### src/rtl/gdo_pkg.sv
package gdo_pkg;

    typedef enum logic [2:0] {
        ST_IDLE,
        ST_FREERUN,
        ST_ESTIMATE,
        ST_COARSE,
        ST_SETPT,
        ST_CLOSED
    } seq_state_e;

endpackage

### src/rtl/gdo_tick_div.sv
module gdo_tick_div #(
    parameter int unsigned TICK_SAMPLES = 25
) (
    input  logic clk,
    input  logic rst_n,
    input  logic clear,
    input  logic sample,
    output logic tick
);
    localparam int unsigned CW = $clog2(TICK_SAMPLES + 1);
    localparam logic [CW-1:0] LAST = CW'(TICK_SAMPLES - 1);

    logic [CW-1:0] cnt_d, cnt_q;

    always_comb begin
        cnt_d = cnt_q;
        tick  = 1'b0;
        if (clear) begin
            cnt_d = '0;
        end else if (sample) begin
            if (cnt_q == LAST) begin
                cnt_d = '0;
                tick  = 1'b1;
            end else begin
                cnt_d = cnt_q + 1'b1;
            end
        end
    end

    always_ff @(posedge clk or negedge rst_n) begin
        if (!rst_n) cnt_q <= '0;
        else        cnt_q <= cnt_d;
    end

endmodule

### src/rtl/gdo_drift_est.sv
module gdo_drift_est #(
    parameter int unsigned N     = 250,
    parameter int unsigned OFS_W = 32
) (
    input  logic                    clk,
    input  logic                    rst_n,
    input  logic                    clear,
    input  logic                    sample,
    input  logic signed [OFS_W-1:0] offset,
    output logic                    done,
    output logic signed [OFS_W:0]   slope
);
    localparam int unsigned CW = $clog2(N + 1);
    localparam logic [CW-1:0] LAST = CW'(N - 1);
    localparam logic signed [OFS_W:0] SPAN = (OFS_W+1)'(N - 1);

    typedef struct packed {
        logic [CW-1:0]           cnt;
        logic signed [OFS_W-1:0] first;
        logic signed [OFS_W-1:0] last;
    } est_t;

    est_t q, d;
    logic signed [OFS_W:0] diff;

    always_comb begin
        d    = q;
        done = 1'b0;
        if (clear) begin
            d.cnt = '0;
        end else if (sample) begin
            if (q.cnt == '0) d.first = offset;
            d.last = offset;
            if (q.cnt == LAST) begin
                done  = 1'b1;
                d.cnt = '0;
            end else begin
                d.cnt = q.cnt + 1'b1;
            end
        end
    end

    always_comb begin
        diff  = {q.last[OFS_W-1], q.last} - {q.first[OFS_W-1], q.first};
        slope = diff / SPAN;
    end

    always_ff @(posedge clk or negedge rst_n) begin
        if (!rst_n) q <= '0;
        else        q <= d;
    end

endmodule

### src/rtl/gdo_pi_core.sv
module gdo_pi_core #(
    parameter int unsigned OFS_W = 32,
    parameter int unsigned FTW_W = 32,
    parameter int unsigned INT_W = 40,
    parameter int unsigned SH_W  = 6
) (
    input  logic                    clk,
    input  logic                    rst_n,
    input  logic                    clear,
    input  logic                    load,
    input  logic signed [OFS_W-1:0] offset,
    input  logic signed [OFS_W-1:0] setpoint,
    input  logic [FTW_W-1:0]        base,
    input  logic [SH_W-1:0]         kp,
    input  logic [SH_W-1:0]         ki,
    output logic [FTW_W-1:0]        ftw_next
);
    localparam int unsigned W = INT_W + 3;
    localparam logic signed [INT_W-1:0] IMAX = {1'b0, {(INT_W-1){1'b1}}};
    localparam logic signed [INT_W-1:0] IMIN = {1'b1, {(INT_W-1){1'b0}}};
    localparam logic signed [W-1:0] FMAX = {{(W-FTW_W){1'b0}}, {FTW_W{1'b1}}};

    typedef struct packed {
        logic signed [OFS_W:0]   err;
        logic signed [INT_W-1:0] integ;
    } pi_t;

    pi_t q, d;
    logic signed [OFS_W:0]   err_new;
    logic signed [INT_W:0]   isum;
    logic signed [OFS_W:0]   p_term;
    logic signed [INT_W-1:0] i_term;
    logic signed [W-1:0]     p_ext, i_ext, base_ext, wide;

    always_comb begin
        d       = q;
        err_new = {offset[OFS_W-1], offset} - {setpoint[OFS_W-1], setpoint};
        isum    = {q.integ[INT_W-1], q.integ}
                + {{(INT_W-OFS_W){err_new[OFS_W]}}, err_new};
        if (clear) begin
            d.err   = '0;
            d.integ = '0;
        end else if (load) begin
            d.err = err_new;
            if (isum[INT_W] != isum[INT_W-1]) begin
                d.integ = isum[INT_W] ? IMIN : IMAX;
            end else begin
                d.integ = isum[INT_W-1:0];
            end
        end
    end

    always_comb begin
        p_term   = q.err >>> kp;
        i_term   = q.integ >>> ki;
        p_ext    = {{(W-OFS_W-1){p_term[OFS_W]}}, p_term};
        i_ext    = {{(W-INT_W){i_term[INT_W-1]}}, i_term};
        base_ext = {{(W-FTW_W){1'b0}}, base};
        wide     = base_ext - (p_ext + i_ext);
        if (wide < 0) begin
            ftw_next = '0;
        end else if (wide > FMAX) begin
            ftw_next = '1;
        end else begin
            ftw_next = wide[FTW_W-1:0];
        end
    end

    always_ff @(posedge clk or negedge rst_n) begin
        if (!rst_n) q <= '0;
        else        q <= d;
    end

endmodule

### src/rtl/gdo_steer.sv
module gdo_steer
    import gdo_pkg::*;
#(
    parameter int unsigned       FTW_W        = 32,
    parameter int unsigned       OFS_W        = 32,
    parameter logic [FTW_W-1:0]  NOMINAL_FTW  = 32'h4000_0000,
    parameter int unsigned       EST_SAMPLES  = 250,
    parameter int unsigned       TICK_SAMPLES = 25,
    parameter int unsigned       INT_W        = 40,
    parameter int unsigned       GAIN_W       = 8,
    parameter logic [GAIN_W-1:0] COARSE_GAIN  = 8'd4,
    localparam int unsigned      SH_W         = $clog2(INT_W)
) (
    input  logic                    clk,
    input  logic                    rst_n,
    input  logic                    in_valid,
    input  logic signed [OFS_W-1:0] in_offset,
    input  logic                    in_tracking,
    input  logic [SH_W-1:0]         kp_shift,
    input  logic [SH_W-1:0]         ki_shift,
    output logic [FTW_W-1:0]        ftw,
    output logic                    ftw_upd,
    output logic                    loop_closed
);
    localparam int unsigned PW = OFS_W + GAIN_W + 3;
    localparam logic signed [PW-1:0] CMAX = {{(PW-FTW_W){1'b0}}, {FTW_W{1'b1}}};

    typedef struct packed {
        seq_state_e              state;
        logic [FTW_W-1:0]        ftw;
        logic                    upd;
        logic [FTW_W-1:0]        base;
        logic signed [OFS_W-1:0] setpt;
        logic                    pend;
    } ctl_t;

    ctl_t q, d;

    logic                  take;
    logic                  est_clear, est_done;
    logic signed [OFS_W:0] slope;
    logic                  tick_clear, tick;
    logic                  pi_clear, pi_load;
    logic [FTW_W-1:0]      pi_ftw;
    logic signed [PW-1:0]  slope_ext, gain_ext, prod, nom_ext, cwide;
    logic [FTW_W-1:0]      coarse_ftw;

    assign take       = in_valid && in_tracking;
    assign est_clear  = (q.state != ST_ESTIMATE);
    assign tick_clear = (q.state != ST_CLOSED);
    assign pi_clear   = (q.state != ST_CLOSED);
    assign pi_load    = tick && in_tracking;

    gdo_drift_est #(
        .N     (EST_SAMPLES),
        .OFS_W (OFS_W)
    ) u_est (
        .clk    (clk),
        .rst_n  (rst_n),
        .clear  (est_clear),
        .sample (take),
        .offset (in_offset),
        .done   (est_done),
        .slope  (slope)
    );

    gdo_tick_div #(
        .TICK_SAMPLES (TICK_SAMPLES)
    ) u_tick (
        .clk    (clk),
        .rst_n  (rst_n),
        .clear  (tick_clear),
        .sample (take),
        .tick   (tick)
    );

    gdo_pi_core #(
        .OFS_W (OFS_W),
        .FTW_W (FTW_W),
        .INT_W (INT_W),
        .SH_W  (SH_W)
    ) u_pi (
        .clk      (clk),
        .rst_n    (rst_n),
        .clear    (pi_clear),
        .load     (pi_load),
        .offset   (in_offset),
        .setpoint (q.setpt),
        .base     (q.base),
        .kp       (kp_shift),
        .ki       (ki_shift),
        .ftw_next (pi_ftw)
    );

    // coarse correction from the measured drift slope
    always_comb begin
        slope_ext = {{(PW-OFS_W-1){slope[OFS_W]}}, slope};
        gain_ext  = {{(PW-GAIN_W){1'b0}}, COARSE_GAIN};
        prod      = slope_ext * gain_ext;
        nom_ext   = {{(PW-FTW_W){1'b0}}, NOMINAL_FTW};
        cwide     = nom_ext - prod;
        if (cwide < 0) begin
            coarse_ftw = '0;
        end else if (cwide > CMAX) begin
            coarse_ftw = '1;
        end else begin
            coarse_ftw = cwide[FTW_W-1:0];
        end
    end

    // startup sequencer and tuning-word register
    always_comb begin
        d     = q;
        d.upd = 1'b0;
        unique case (q.state)
            ST_IDLE: begin
                d.state = ST_FREERUN;
                d.ftw   = NOMINAL_FTW;
                d.upd   = 1'b1;
            end
            ST_FREERUN: begin
                if (in_tracking) d.state = ST_ESTIMATE;
            end
            ST_ESTIMATE: begin
                if (est_done) d.state = ST_COARSE;
            end
            ST_COARSE: begin
                d.base  = coarse_ftw;
                d.ftw   = coarse_ftw;
                d.upd   = 1'b1;
                d.state = ST_SETPT;
            end
            ST_SETPT: begin
                if (take) begin
                    d.setpt = in_offset;
                    d.state = ST_CLOSED;
                end
            end
            ST_CLOSED: begin
                d.pend = pi_load;
                if (q.pend) begin
                    d.ftw = pi_ftw;
                    d.upd = 1'b1;
                end
            end
            default: begin
                d.state = ST_IDLE;
            end
        endcase

        if (!in_tracking && q.state != ST_IDLE && q.state != ST_FREERUN) begin
            d.state = ST_FREERUN;
            d.ftw   = NOMINAL_FTW;
            d.upd   = 1'b1;
            d.pend  = 1'b0;
        end
    end

    always_ff @(posedge clk or negedge rst_n) begin
        if (!rst_n) begin
            q       <= '0;
            q.state <= ST_IDLE;
            q.ftw   <= NOMINAL_FTW;
            q.base  <= NOMINAL_FTW;
        end else begin
            q <= d;
        end
    end

    assign ftw         = q.ftw;
    assign ftw_upd     = q.upd;
    assign loop_closed = (q.state == ST_CLOSED);

endmodule

### config.mk
export PLATFORM = sky130hd
export DESIGN_NAME = gdo_steer
export DESIGN_NICKNAME = d
export VERILOG_FILES = /design/src/rtl/gdo_pkg.sv /design/src/rtl/gdo_tick_div.sv /design/src/rtl/gdo_drift_est.sv /design/src/rtl/gdo_pi_core.sv /design/src/rtl/gdo_steer.sv
export SDC_FILE = /design/constraint.sdc
export NUM_CORES = 1
export LEC_CHECK = 0
export BUFFER_PORTS_ARGS = -buffer_cell sky130_fd_sc_hd__buf_2
export CAP_MARGIN = 10
export CORE_MARGIN = 1
export CORE_UTILIZATION = 38
export DETAILED_ROUTE_END_ITERATION = 8
export GPL_TIMING_DRIVEN = 0
export SYNTH_ARGS = -nofsm -noshare
export SYNTH_HDL_FRONTEND = slang
export SYNTH_SLANG_ARGS = --single-unit
### constraint.sdc
create_clock -name clk -period 30.1 [get_ports clk]
set_input_delay 6.02 -clock clk [delete_from_list [all_inputs] [get_ports clk]]
set_output_delay 6.02 -clock clk [all_outputs]
set_load 0.02 [all_outputs]
==> results.txt <==
----------------------------------------------------
[GRT]
  Antenna violations before repair ... 13
  Grt total ovfl ... 0
  Maximum number of pins on one net before global-route repair ... 117
  Total GRT Usage ... 23.2%
  Via count of the first global-routing pass ... 30200
  Global-route wire length before repair ... 170 mm

[Clock network]
  CTS buffer count ... 29
  Clock root buffer ... clkbuf_16
  CTS H-tree depth ... 1
  # clock sinks ... 250
  TritonCTS clock tree ... yes
  Post-CTS clock slew at the launch and capture registers of the worst setup and hold paths ... 0.06 ns
  Skew-Pair Late Insertion Delay ... 0.60 ns
  Clk buf depth ... 3

[Critical path]
  Most common cell on crit path ... inv_1
  Path type of the worst setup path ... reg2reg
  Worst Setup Start Kind ... register
  Maximum fanout encountered on the critical timing path ... 10
  Critical path required time ... 30.62 ns
  CP peak stage delay ... 0.70 ns
  Slowest stage cell on the critical path ... a2111oi_1
  Critical path capture point type ... register
  Register-to-register setup slack ... 1.60 ns
  Arrival time of data at the critical path endpoint ... 29.02 ns

[Logic synthesis]
  Most used standard cells in the synthesized netlist ... 499 x nand2_1, 344 x a21oi_1, 323 x nor2_1, 282 x o21ai_0, 248 x dfrtp_1
  Top-area cell type share of the netlist area ... 18.5%
  Fraction of registers with async set or reset after synthesis ... 100%
  Part of the Yosys area used for sequential elements ... 18.6%
  Mapped Cells ... 4280
  Area of the mapped netlist ... 0.0336 sq mm
  Synthesized netlist net count ... 4524
  Most numerous cell in the Yosys netlist ... nand2_1
  Number of synthesized register bits ... 250
  Synth unique cells ... 167
  Syn_area_per_cell ... 7.86 sq um
  Number of enable-type register cells in the synthesized netlist ... 0
  Yosys warning total ... 0
  Cells taking the most area after synthesis ... dfrtp_1 18%, ha_1 7.1%, nand2_1 5.6%
  Dominant register cell in the synthesized netlist ... dfrtp_1
  Leading area contributor after synthesis ... dfrtp_1

[Floorplan]
  Number of placement rows ... 108
  Num ports ... 82
  Y dimension of the die ... 299 microns
  Area of the core ... 0.0872 sq mm
  Initial cell density of the core ... 38.6%
  Die outline width ... 299 microns
  Die Footprint ... 0.0897 sq mm

[STA]
  Unrepaired setup endpoints after global routing ... false
  Setup Skew ... 0.0206 ns
  Setup tns final ... 0 ns
  Relative slew margins ... 23.9%
  Final clock period utilization by the worst path ... 94.7%
  Min Tclk post-route ... 28.50 ns
  Number of failing hold endpoints at the final stage ... 0
  Total setup violations reported at the end of the flow ... 0
  Actual slew at the worst max-slew pin ... 1.13 ns
  Max Freq ... 35.1 MHz
  Number of pins exceeding their max-slew limit in the final report ... 0

[Layout]
  Layout cells sized above 1 ... 13.0%
  Total number of nets in the final design ... 4643
  Final std cells w/o fill ... 5580
  Final standard cell area without fillers ... 0.0367 sq mm
  Area overhead of the layout relative to synthesis ... 9.13%
  Total of fill cells in the finished design ... 8954

[Job]
  MaxCap Viol Count ... 0

[Routing]
  Antenna violation net count after detailed routing ... 0
  Final WL ... 108 mm
  Total DRC errors in the routed layout ... 0
  Initial drt markers ... 2836
  Total number of vias ... 32800
  Average detailed-routed wire length per instance ... 19.3 microns
  DR vias/cell ... 5.88
  DRT Pass-1 Iters ... 8

[Placement]
  Cells after DPL ... 5513
  Final Wtd Congestion ... 0.960
  Total cell area at the placement stage ... 0.0355 sq mm
  Quantity of I/O buffers inserted on ports ... 74
  Sum of net half-perimeters after detailed placement ... 87.6 mm

[Run status]
  Run status ... complete, no violations

[Worst hold path]
  Classification of the worst-slack hold path ... reg2reg

----------------------------------------------------
-- final cells by class --
| cell class | instances | area, sq um | area share, % |
|---|---|---|---|
| repair buffers | 88 | 526 | 1.43 |
| inverters | 206 | 773 | 2.11 |
| clock inverters | 10 | 80.1 | 0.218 |
| multi-input cells | 3589 | 25500 | 69.5 |
| plain buffers | 235 | 1240 | 3.39 |
| well taps | 1155 | 1450 | 3.94 |
| flip-flops and latches | 250 | 6260 | 17.1 |
| clock buffers | 42 | 845 | 2.30 |
| diodes | 5 | 12.5 | 0.0341 |
-- kinds of logic after synthesis --
logic type,share of synthesized area (%)
compound gates,31.3
buf+inv,5.99
simple gates,19.8
mux,8.54
xor+xnor,8.07
fa+ha+maj,7.67
flops,18.6
-- worst max-delay path: cells and delay by family (launching register included) --
| kind | cells | cell delay [ns] |
|---|---|---|
| compound gates | 50 | 15.34 |
| xor+xnor | 3 | 0.89 |
| fa+ha+maj | 5 | 1.43 |
| buf+inv | 12 | 2.09 |
| flops | 1 | 0.36 |
| mux | 2 | 0.83 |
| simple gates | 23 | 7.47 |
-- sequential cells by signal (all words and copies together) (netlist names) --
register,count
u_pi.q,73
u_est.q,72
q,67
ftw,32
u_tick.cnt_q,5
ftw_upd,1
-- metrics by stage --
stage,setup slack [ns],util [%],hold WS (ns)
finish,1.60,42.1,0.480
detailed placement,0.386,40.8,0.473
global placement,0.393,40.7,0.466
global route,0.0111,42.1,0.503
floorplan,6.30,-,0.446
CTS,0.306,41.8,0.487
-- timing repair --
action / CTS / global route
resized for setup: 0 / 30
setup endpoints to repair: 0 / 63
hold endpoints to repair: 0 / 0
buffers inserted: 0 / 7
hold buffers: 0 / 0
-- worst paths after layout --
kind                       startpoint     endpoint  depth (start not counted)
max reg2reg                u_est.q[0]       ftw[3]                         95
min in group asynchronous       rst_n      ftw_upd                          1
min reg2reg                    ftw[0]       ftw[0]                          2
max                        u_est.q[0]       ftw[3]                         95
min                            ftw[0]       ftw[0]                          2
max in group asynchronous       rst_n  u_est.q[13]                          3
-- routing by layer --
| metal | share of wire (%) | track usage (%) |
|---|---|---|
| met1 | 49 | 34.8 |
| met2 | 43 | 35.6 |
| met3 | 6.3 | 2.73 |
| met4 | 1.9 | 4.17 |
| met5 | 0.081 | 0 |
-- placed cells by master (no fill, tap or decap), drive strengths merged, types with 22 or more instances in the layout --
| cell | count |
|---|---|
| a31oi | 47 |
| nor4 | 29 |
| o31ai | 57 |
| a211oi | 58 |
| nor2 | 326 |
| nand2b | 29 |
| dfrtp | 248 |
| buf | 185 |
| nor3 | 73 |
| ha | 191 |
| clkbuf | 178 |
| o221ai | 24 |
| or3 | 28 |
| a21boi | 26 |
| inv | 205 |
| o211ai | 32 |
| a211o | 23 |
| a21o | 115 |
| nand2 | 502 |
| o21bai | 106 |
| and3 | 46 |
| or4 | 22 |
| nor2b | 22 |
| nand4 | 32 |
| mux2i | 78 |
| o21a | 38 |
| xnor2 | 183 |
| o21ai | 324 |
| mux4 | 40 |
| mux2 | 105 |
| and2 | 52 |
| or2 | 38 |
| nand3 | 115 |
| a21oi | 352 |
| xor2 | 116 |
Power is not shown: default switching activity piles up to over one toggle a cycle in this logic, so the estimate is an artifact.
